### config.mk
export PLATFORM = sky130hd
export DESIGN_NAME = cfg_port_xlat
export DESIGN_NICKNAME = d
export VERILOG_FILES = /design/src/rtl/cfg_port_pkg.sv /design/src/rtl/cfg_port_decode.sv /design/src/rtl/cfg_addr_reg.sv /design/src/rtl/cfg_fwd_ctrl.sv /design/src/rtl/cfg_port_xlat.sv
export SDC_FILE = /design/constraint.sdc
export NUM_CORES = 1
export LEC_CHECK = 0
export CORE_MARGIN = 1.5
export CORE_UTILIZATION = 35
export CTS_CLUSTER_SIZE = 10
export DETAILED_ROUTE_END_ITERATION = 8
export PLACE_DENSITY = 0.6
export SETUP_SLACK_MARGIN = 0.1
export SLEW_MARGIN = 30
export SYNTH_ARGS = -nofsm -noshare
export SYNTH_HDL_FRONTEND = slang
export SYNTH_SLANG_ARGS = --single-unit
### constraint.sdc
create_clock -name clk -period 7.3 [get_ports clk]
set_input_delay 1.46 -clock clk [delete_from_list [all_inputs] [get_ports clk]]
set_output_delay 1.46 -clock clk [all_outputs]
set_load 0.005 [all_outputs]
### src/rtl/cfg_port_pkg.sv
package cfg_port_pkg;
  typedef enum logic [1:0] {ST_IDLE, ST_BUSY, ST_HOLD} xlat_st_e;
  typedef enum logic [1:0] {HIT_NONE, HIT_ADDR, HIT_SEL, HIT_WIN} hit_e;

  localparam int DATA_W  = 32;
  localparam int BE_W    = DATA_W / 8;
  localparam int BUS_W   = 8;
  localparam int DEVFN_W = 8;
  localparam int XREG_W  = 4;
  localparam int DREG_W  = 6;
  localparam int REG_W   = XREG_W + DREG_W;

  // Field positions inside the address register
  localparam int EN_BIT   = 31;
  localparam int XREG_LSB = 24;
  localparam int BUS_LSB  = 16;
  localparam int DEVFN_LSB = 8;
  localparam int DREG_LSB = 2;

  localparam logic [DATA_W-1:0] ALL_ONES = '1;
  localparam logic [7:0] SEL_CODE = 8'h01;
endpackage

### src/rtl/cfg_port_decode.sv
module cfg_port_decode
  import cfg_port_pkg::*;
#(
  parameter int PORT_W = 16,
  parameter logic [PORT_W-1:0] ADDR_PORT = 16'hCF8
) (
  input  logic [PORT_W-3:0] port_dw,
  input  logic [BE_W-1:0]   be,
  output hit_e              hit
);
  localparam logic [PORT_W-3:0] ADDR_DW = ADDR_PORT[PORT_W-1:2];
  localparam logic [PORT_W-3:0] DATA_DW = ADDR_DW + 1'b1;

  always_comb begin
    hit = HIT_NONE;
    if (be != '0) begin
      if (port_dw == ADDR_DW) begin
        if (be == {BE_W{1'b1}})  hit = HIT_ADDR;
        else if (be[BE_W-1])     hit = HIT_SEL;
      end else if (port_dw == DATA_DW) begin
        hit = HIT_WIN;
      end
    end
  end
endmodule

### src/rtl/cfg_addr_reg.sv
module cfg_addr_reg
  import cfg_port_pkg::*;
(
  input  logic              clk,
  input  logic              rst,
  input  logic              wr_addr,
  input  logic              wr_sel,
  input  logic [DATA_W-1:0] wdata,
  output logic [DATA_W-1:0] addr_q,
  output logic              sel_q
);
  always_ff @(posedge clk) begin
    if (rst) begin
      addr_q <= '0;
      sel_q  <= 1'b0;
    end else begin
      if (wr_addr) addr_q <= wdata;
      if (wr_sel)  sel_q  <= (wdata[DATA_W-1 -: 8] == SEL_CODE);
    end
  end
endmodule

### src/rtl/cfg_fwd_ctrl.sv
module cfg_fwd_ctrl
  import cfg_port_pkg::*;
(
  input  logic               clk,
  input  logic               rst,
  input  logic               cpu_req,
  input  logic               cpu_wr,
  input  logic [BE_W-1:0]    cpu_be,
  input  logic [DATA_W-1:0]  cpu_wdata,
  input  hit_e               hit,
  input  logic [DATA_W-1:0]  addr_q,
  input  logic               sel_q,
  output logic               wr_addr,
  output logic               wr_sel,
  output logic               cpu_rdy,
  output logic [DATA_W-1:0]  cpu_rdata,
  output logic               cfg_req,
  output logic               cfg_wr,
  output logic [BUS_W-1:0]   cfg_bus,
  output logic [DEVFN_W-1:0] cfg_devfn,
  output logic [REG_W-1:0]   cfg_reg,
  output logic [BE_W-1:0]    cfg_be,
  output logic [DATA_W-1:0]  cfg_wdata,
  input  logic               cfg_ack,
  input  logic               cfg_abort,
  input  logic [DATA_W-1:0]  cfg_rdata
);
  xlat_st_e          st;
  logic              take;
  logic              fwd;
  logic [DATA_W-1:0] loc_rd;

  assign take    = (st == ST_IDLE) && cpu_req;
  assign fwd     = (hit == HIT_WIN) && sel_q && addr_q[EN_BIT];
  assign wr_addr = take && cpu_wr && (hit == HIT_ADDR) && sel_q;
  assign wr_sel  = take && cpu_wr && (hit == HIT_SEL);

  always_comb begin
    case (hit)
      HIT_ADDR: loc_rd = sel_q ? addr_q : ALL_ONES;
      HIT_SEL:  loc_rd = {7'b0, sel_q, ALL_ONES[DATA_W-9:0]};
      default:  loc_rd = ALL_ONES;
    endcase
  end

  always_ff @(posedge clk) begin
    if (rst) begin
      st        <= ST_IDLE;
      cpu_rdy   <= 1'b0;
      cpu_rdata <= ALL_ONES;
      cfg_req   <= 1'b0;
      cfg_wr    <= 1'b0;
      cfg_bus   <= '0;
      cfg_devfn <= '0;
      cfg_reg   <= '0;
      cfg_be    <= '0;
      cfg_wdata <= '0;
    end else begin
      case (st)
        ST_IDLE: begin
          cpu_rdy <= 1'b0;
          if (cpu_req) begin
            if (fwd) begin
              cfg_req   <= 1'b1;
              cfg_wr    <= cpu_wr;
              cfg_bus   <= addr_q[BUS_LSB +: BUS_W];
              cfg_devfn <= addr_q[DEVFN_LSB +: DEVFN_W];
              cfg_reg   <= {addr_q[XREG_LSB +: XREG_W], addr_q[DREG_LSB +: DREG_W]};
              cfg_be    <= cpu_be;
              cfg_wdata <= cpu_wdata;
              st        <= ST_BUSY;
            end else begin
              cpu_rdy   <= 1'b1;
              cpu_rdata <= cpu_wr ? ALL_ONES : loc_rd;
              st        <= ST_HOLD;
            end
          end
        end
        ST_BUSY: begin
          if (cfg_ack) begin
            cfg_req   <= 1'b0;
            cpu_rdy   <= 1'b1;
            cpu_rdata <= (cfg_wr || cfg_abort) ? ALL_ONES : cfg_rdata;
            st        <= ST_HOLD;
          end
        end
        ST_HOLD: begin
          cpu_rdy <= 1'b0;
          st      <= ST_IDLE;
        end
        default: st <= ST_IDLE;
      endcase
    end
  end
endmodule

### src/rtl/cfg_port_xlat.sv
module cfg_port_xlat
  import cfg_port_pkg::*;
#(
  parameter int PORT_W = 16,
  parameter logic [PORT_W-1:0] ADDR_PORT = 16'hCF8
) (
  input  logic               clk,
  input  logic               rst,
  input  logic               cpu_req,
  input  logic               cpu_wr,
  input  logic [PORT_W-3:0]  cpu_port_dw,
  input  logic [BE_W-1:0]    cpu_be,
  input  logic [DATA_W-1:0]  cpu_wdata,
  output logic               cpu_rdy,
  output logic [DATA_W-1:0]  cpu_rdata,
  output logic               cfg_req,
  output logic               cfg_wr,
  output logic [BUS_W-1:0]   cfg_bus,
  output logic [DEVFN_W-1:0] cfg_devfn,
  output logic [REG_W-1:0]   cfg_reg,
  output logic [BE_W-1:0]    cfg_be,
  output logic [DATA_W-1:0]  cfg_wdata,
  input  logic               cfg_ack,
  input  logic               cfg_abort,
  input  logic [DATA_W-1:0]  cfg_rdata
);
  hit_e              hit;
  logic              wr_addr;
  logic              wr_sel;
  logic [DATA_W-1:0] addr_q;
  logic              sel_q;

  cfg_port_decode #(.PORT_W(PORT_W), .ADDR_PORT(ADDR_PORT)) u_dec (
    .port_dw (cpu_port_dw),
    .be      (cpu_be),
    .hit     (hit)
  );

  cfg_addr_reg u_areg (
    .clk     (clk),
    .rst     (rst),
    .wr_addr (wr_addr),
    .wr_sel  (wr_sel),
    .wdata   (cpu_wdata),
    .addr_q  (addr_q),
    .sel_q   (sel_q)
  );

  cfg_fwd_ctrl u_ctl (
    .clk       (clk),
    .rst       (rst),
    .cpu_req   (cpu_req),
    .cpu_wr    (cpu_wr),
    .cpu_be    (cpu_be),
    .cpu_wdata (cpu_wdata),
    .hit       (hit),
    .addr_q    (addr_q),
    .sel_q     (sel_q),
    .wr_addr   (wr_addr),
    .wr_sel    (wr_sel),
    .cpu_rdy   (cpu_rdy),
    .cpu_rdata (cpu_rdata),
    .cfg_req   (cfg_req),
    .cfg_wr    (cfg_wr),
    .cfg_bus   (cfg_bus),
    .cfg_devfn (cfg_devfn),
    .cfg_reg   (cfg_reg),
    .cfg_be    (cfg_be),
    .cfg_wdata (cfg_wdata),
    .cfg_ack   (cfg_ack),
    .cfg_abort (cfg_abort),
    .cfg_rdata (cfg_rdata)
  );
endmodule

==> impl_metrics.tcl, run 1 <==
set metrics [dict create \
    post-place-cells 1037 \
    cellLeakagePower_nw 2.71 \
    crit_chain "clkdlybuf4s50_1, or4_1, nor4_1, and3_1, ha_2, nand2_2, o21ai_1, a21oi_1" \
    synth-seq-cells 132 \
    fmax_ghz 0.231 \
    min_from "u_ctl.cfg_reg[3]" \
    grt_max_degree 102 \
    layout.nets 930 \
    htree_levels 4 \
    vdd_drop_max_mv 0.156 \
    slowest_stage "ha_2" \
    p_sw_frac 0.221 \
    postLayoutCoreUtil 0.503 \
    startpoint_type "primary input" \
    slew_headroom 0.452 \
    wl_mm 19.6 \
    syn-num-nets 809 \
    synth.largest_area_cell "dfxtp_1" \
    crit_buf_inv 1 \
    portBuffers 184 \
    remaining_drc_errors 0 \
    rsz0062_at_grt "no" \
    die-area_um2 17500 \
    switchingPower_uw 401 \
    worst_slew_pin_slew_ns 0.815 \
    insertion_delay_ns 0.41 \
    cts_inserted_buffers 17 \
    yosysWarningCount 0 \
    final-setup-viol-count 0 \
    syn_area_um2 5840 \
    io-pin-count 185 \
    syn_to_final_growth_pct 42.0 \
    num-fill-cells 1570 \
    ys_top_cells_by_area "dfxtp_1, a21oi_1, nand3_1" \
    grt_first_pass_wirelength_mm 31.2 \
    slew_violations 0 \
    crit_path_end_kind "register" \
    avgSynthCellArea_um2 8.17 \
    ctsHoldBuffers 0 \
    rows 47 \
    post_cts_buffers 0 \
    postRouteAntennaNets 0 \
    rr_worst_depth 5 \
    die_x_um 132 \
    async_reset_ff_frac 0 \
    first_pass_iters 5 \
    p_int_mw 1.42 \
    top_regs "u_areg.addr_q (32), u_ctl.cfg_wdata (32), u_ctl.cpu_rdata (32)" \
    tritoncts "built" \
    timing.rr.start "u_ctl.st[1]" \
    r2r_slack_ns 5.02 \
    clk_path_buf_depth 2 \
    required_ns 7.56 \
    drt_iter0_markers 496 \
    power.share.sequential 0.409 \
    slowest_delay_ns 0.57 \
    drv_cap 0 \
    synthTopCellsByCount "dfxtp_1, a21oi_1, nand3_1" \
    routed-via-count 5901 \
    synthFlopType "dfxtp_1" \
    cts.sinks 132 \
    drive_gt1_frac 0.0601 \
    core_um2 16500 \
    finalNonFillerCells 1069 \
    hold_path_class "reg -> reg" \
    cts_resized 0 \
    cts_root_buf "clkbuf_16" \
    yosys.area.top_type_share 0.453 \
    crit_fanout 32 \
    start_util 0.355 \
    clk_pin_slew_ns 0.05 \
    period_share 0.592 \
    grt_overflow 0 \
    wl_per_cell_um 18.3 \
    holdPathEnd "u_ctl.cfg_reg[3]" \
    holdPathStages 2 \
    hold_ws_ns 0.473 \
    r2r-end "u_ctl.cpu_rdata[11]" \
    synth-edff-count 0 \
    critical-path-top-delay-family "simple AND/OR/NAND/NOR gates" \
    finalWeightedCongestion 0.829 \
    status "finished, final reports clean" \
    viasPerCell 5.52 \
    postPlaceCellArea_um2 7650 \
    grt_pass1_vias 5769 \
    synth_seq_area_share 0.453 \
    synth_cell_type_count 41 \
    antenna_found_initial 0 \
    crit_arrival_ns 4.58 \
    skew_ns 0.00536 \
    dp.final_hpwl_mm 13.0 \
    netlist_instances 715 \
    clkPwrFrac 0.501 \
    setup-tns-final_ns 0 \
    synth.most_common_cell "dfxtp_1" \
    p_comb_frac 0.090 \
    fin_crit_ns 4.32 \
    cellPowerDensity_nw_per_um2 219 \
    finalInstanceArea_um2 8290 \
    grt_usage 0.223 \
    worstSetupStartpoint "cpu_port_dw[11]" \
    hold_violations 0 \
    critical_path_class "in -> reg" \
    diodes 0 \
    dieHeight_um 132 \
]
==> stage by stage <==
step           setup WS, ns  power, mW
6_report               2.98       1.82
5_1_grt                2.74       1.87
4_1_cts                2.18       1.83
3_5_place_dp           1.76      0.922
3_3_place_gp           2.01      0.918
2_1_floorplan          3.56      0.827
==> cell families after synthesis <==
kind of cell | Yosys count | synth area share
buffers and inverters | 92 | 0.0677
AND/OR/NAND/NOR | 185 | 0.170
adder cells (fa/ha/maj) | 6 | 0.0129
multiplexers | 1 | 0.00171
flip-flops | 132 | 0.453
AO/OA/AOI/OAI | 299 | 0.295
==> cell type report <==
| type | count | area [um^2] | share of cell area |
|---|---|---|---|
| Clock buffer | 23 | 478 | 0.0577 |
| Timing Repair Buffer | 187 | 1870 | 0.225 |
| Tap cell | 220 | 275 | 0.0332 |
| Clock inverter | 9 | 150 | 0.0181 |
| Multi-Input combinational cell | 491 | 2850 | 0.344 |
| Inverter | 7 | 26.3 | 0.00317 |
| Sequential cell | 132 | 2640 | 0.319 |
==> per-layer routing <==
layer	GRT usage	part of all wire	up-vias
met3	0.0584	0.066	16
met1	0.324	0.49	2778
met2	0.324	0.43	222
met4	0.0617	0.011	0
met5	0	0	-
li1	-	-	2885
==> placed cells by master, fill, tap and decap left out, types with 4 or more instances in the layout <==
cell type | synthesis | routed
clkdlybuf4s50_1 | 0 | 183
o311ai_1 | 32 | 32
nand2b_1 | 26 | 26
o21ai_1 | 33 | 33
inv_1 | 7 | 6
nor2_1 | 25 | 25
bufinv_16 | 0 | 4
ha_1 | 6 | 5
o31ai_1 | 32 | 32
dfxtp_1 | 132 | 132
a21oi_1 | 124 | 124
nand3_1 | 102 | 100
o21ai_0 | 66 | 66
clkbuf_16 | 0 | 17
o22ai_1 | 7 | 7
==> tightest hold or removal path: stages (launching register included) <==
cell,delay [ns]
dfxtp_1,0.30
o21ai_0,0.06
a21oi_1,0.06
==> power by group through the flow <==
stage	registers [mW]	clock network, mW	logic [mW]
2_1_floorplan	0.759	0	0.0685
3_3_place_gp	0.758	0	0.159
3_5_place_dp	0.759	0	0.163
4_1_cts	0.743	0.922	0.164
5_1_grt	0.745	0.953	0.177
6_report	0.743	0.909	0.164
==> how the worst max path moves through the flow <==
stage	endpoint	slack [ns]	depth (start not counted)
6_report	u_areg.addr_q[1]	2.98	8
2_1_floorplan	u_ctl.cpu_rdata[0]	3.56	9
3_3_place_gp	u_areg.addr_q[4]	2.01	8
4_1_cts	u_areg.addr_q[1]	2.18	8
3_5_place_dp	u_areg.addr_q[1]	1.76	8
5_1_grt	u_areg.addr_q[18]	2.74	8
Note: power is estimated with default switching activity, not from simulation.
==> run 2: changes to the inputs <==
==> constraint.sdc (replaced) <==
create_clock -name clk -period 4.4 [get_ports clk]
set_input_delay 0.88 -clock clk [delete_from_list [all_inputs] [get_ports clk]]
set_output_delay 0.88 -clock clk [all_outputs]
set_load 0.005 [all_outputs]
==> run 2 against run 1 <==
Against the previous run:
- via count is 2.9% higher
- sequential power is 66% higher
- critical path depth is 1 lower
- utilization is 0.56 points higher
- combinational power is 70% higher
- first-iteration DRC count is 0.40% higher
- critical path type unchanged
- largest cell class unchanged
- highest routed layer unchanged
==> impl_metrics.tcl, run 2 (synthesis gave the netlist of run 1 again) <==
set metrics [dict create \
    critical_path_class "in -> reg" \
    die_x_um 132 \
    drive_gt1_frac 0.0673 \
    slowest_delay_ns 0.64 \
    viasPerCell 5.61 \
    fmax_ghz 0.295 \
    rows 47 \
    r2r_slack_ns 2.07 \
    cts.sinks 132 \
    drt_iter0_markers 498 \
    die-area_um2 17500 \
    syn_to_final_growth_pct 43.6 \
    insertion_delay_ns 0.42 \
    core_um2 16500 \
    finalWeightedCongestion 0.810 \
    p_comb_frac 0.093 \
    setup-tns-final_ns 0 \
    cellLeakagePower_nw 2.79 \
    grt_first_pass_wirelength_mm 31.6 \
    grt_max_degree 101 \
    clk_path_buf_depth 2 \
    tritoncts "built" \
    post_cts_buffers 0 \
    dieHeight_um 132 \
    final_common_cell "clkdlybuf4s50_1" \
    hold_violations 0 \
    start_util 0.355 \
    r2r-end "u_ctl.cpu_rdata[27]" \
    timing.rr.start "u_ctl.st[1]" \
    fin_ws_ns 1.01 \
    first_pass_iters 7 \
    portBuffers 184 \
    clkPwrFrac 0.492 \
    crit_fanout 32 \
    diodes 0 \
    dp_slack_ns 0.611 \
    cts_inserted_buffers 17 \
    p_int_mw 2.32 \
    holdPathEnd "u_ctl.cfg_wdata[4]" \
    rsz0062_at_grt "no" \
    worst_slew_pin_slew_ns 0.960 \
    required_ns 4.70 \
    remaining_drc_errors 0 \
    num-fill-cells 1523 \
    slew_headroom 0.359 \
    status "finished, final reports clean" \
    dp.final_hpwl_mm 13.3 \
    fin_crit_ns 3.39 \
    startpoint_type "primary input" \
    wl_per_cell_um 18.3 \
    grt_overflow 0 \
    cts_resized 0 \
    ctsHoldBuffers 0 \
    slowest_stage "or4_1" \
    slew_violations 0 \
    crit_chain "clkdlybuf4s50_1, or4_1, and3_1, ha_1, and4_4, or3_4, o311ai_1" \
    cellPowerDensity_nw_per_um2 355 \
    switchingPower_uw 656 \
    routed-via-count 6075 \
    final-setup-viol-count 0 \
    crit_path_end_kind "register" \
    min_from "u_ctl.cfg_wdata[4]" \
    power.share.sequential 0.415 \
    drv_cap 0 \
    wl_mm 19.8 \
    crit_arrival_ns 3.68 \
    grt_usage 0.227 \
    postLayoutCoreUtil 0.509 \
    io-pin-count 185 \
    skew_ns 0.00561 \
    layout_common_cells "clkdlybuf4s50_1, dfxtp_1, a21oi_1, nand3_1, o21ai_0" \
    top_regs "u_areg.addr_q (32), u_ctl.cfg_wdata (32), u_ctl.cpu_rdata (32)" \
    hold_path_class "reg -> reg" \
    postRouteAntennaNets 0 \
    p_sw_frac 0.221 \
    period_share 0.770 \
    grt_pass1_vias 5706 \
    holdPathStages 2 \
    antenna_found_initial 0 \
    vdd_drop_max_mv 0.267 \
    layout.nets 946 \
    cts_root_buf "clkbuf_16" \
    htree_levels 4 \
    clk_pin_slew_ns 0.05 \
    rr_worst_depth 6 \
]
## run 2: cell count changes in the layout (fill, tap and decap cells not counted), sizes merged
cell	change
buf	+16
clkbuf	+2
clkinv	-2
clkinvlp	-2
bufinv	-1
## run 2: power groups by stage
stage          clock network [mW]  registers (mW)  logic, mW
6_report                     1.46            1.23      0.278
5_1_grt                      1.53            1.24      0.300
4_1_cts                      1.48            1.23      0.278
3_5_place_dp                    0            1.26      0.277
3_3_place_gp                    0            1.26      0.271
2_1_floorplan                   0            1.26      0.114
## run 2: critical path, delay by kind of cell
family	cells	cell delay [ns]
and+or+nand+nor	4	1.63
buffers and inverters	1	0.49
AOI/OAI and AO/OA	1	0.40
adders and majority gates	1	0.28
## run 2: area by class of cell
class                   instances  area [um^2]  area share
clock inverters                 4         95.1      0.0113
flip-flops and latches        132         2640       0.315
multi-input cells             491         2830       0.337
inverters                       7         26.3     0.00313
clock buffers                  25          505      0.0603
repair buffers                203         2010       0.240
well taps                     220          275      0.0328
## run 2: how the worst max path moves through the flow
stage                    start                   to  slack [ns]  depth (start not counted)
2_1_floorplan  cpu_port_dw[11]   u_ctl.cpu_rdata[0]        1.24                          9
3_3_place_gp   cpu_port_dw[11]  u_ctl.cpu_rdata[31]        0.57                          9
3_5_place_dp   cpu_port_dw[11]  u_ctl.cpu_rdata[30]        0.61                         10
4_1_cts        cpu_port_dw[11]  u_ctl.cpu_rdata[30]        1.05                         10
5_1_grt        cpu_port_dw[11]  u_ctl.cpu_rdata[27]        0.73                         10
6_report             cpu_be[0]  u_ctl.cpu_rdata[27]        1.01                          7
## run 2: routing by layer
metal  track usage  share of wire  vias to the layer above
li1              -              -                     2913
met1         0.334           0.48                     2888
met2         0.326           0.44                      249
met3        0.0469          0.065                       25
met4        0.0790          0.016                        0
met5             0              0                        -
## run 2: stage by stage
stage               power (mW)  cell area, um^2  instances  hold WS (ns)
CTS                       2.99             8380       1082         0.475
floorplan                 1.37             5840        715         0.450
global placement          1.53             7770       1053         0.461
detailed placement        1.54             7780       1053         0.467
global route              3.06             8380       1082         0.496
finish                    2.97             8380       1082         0.475
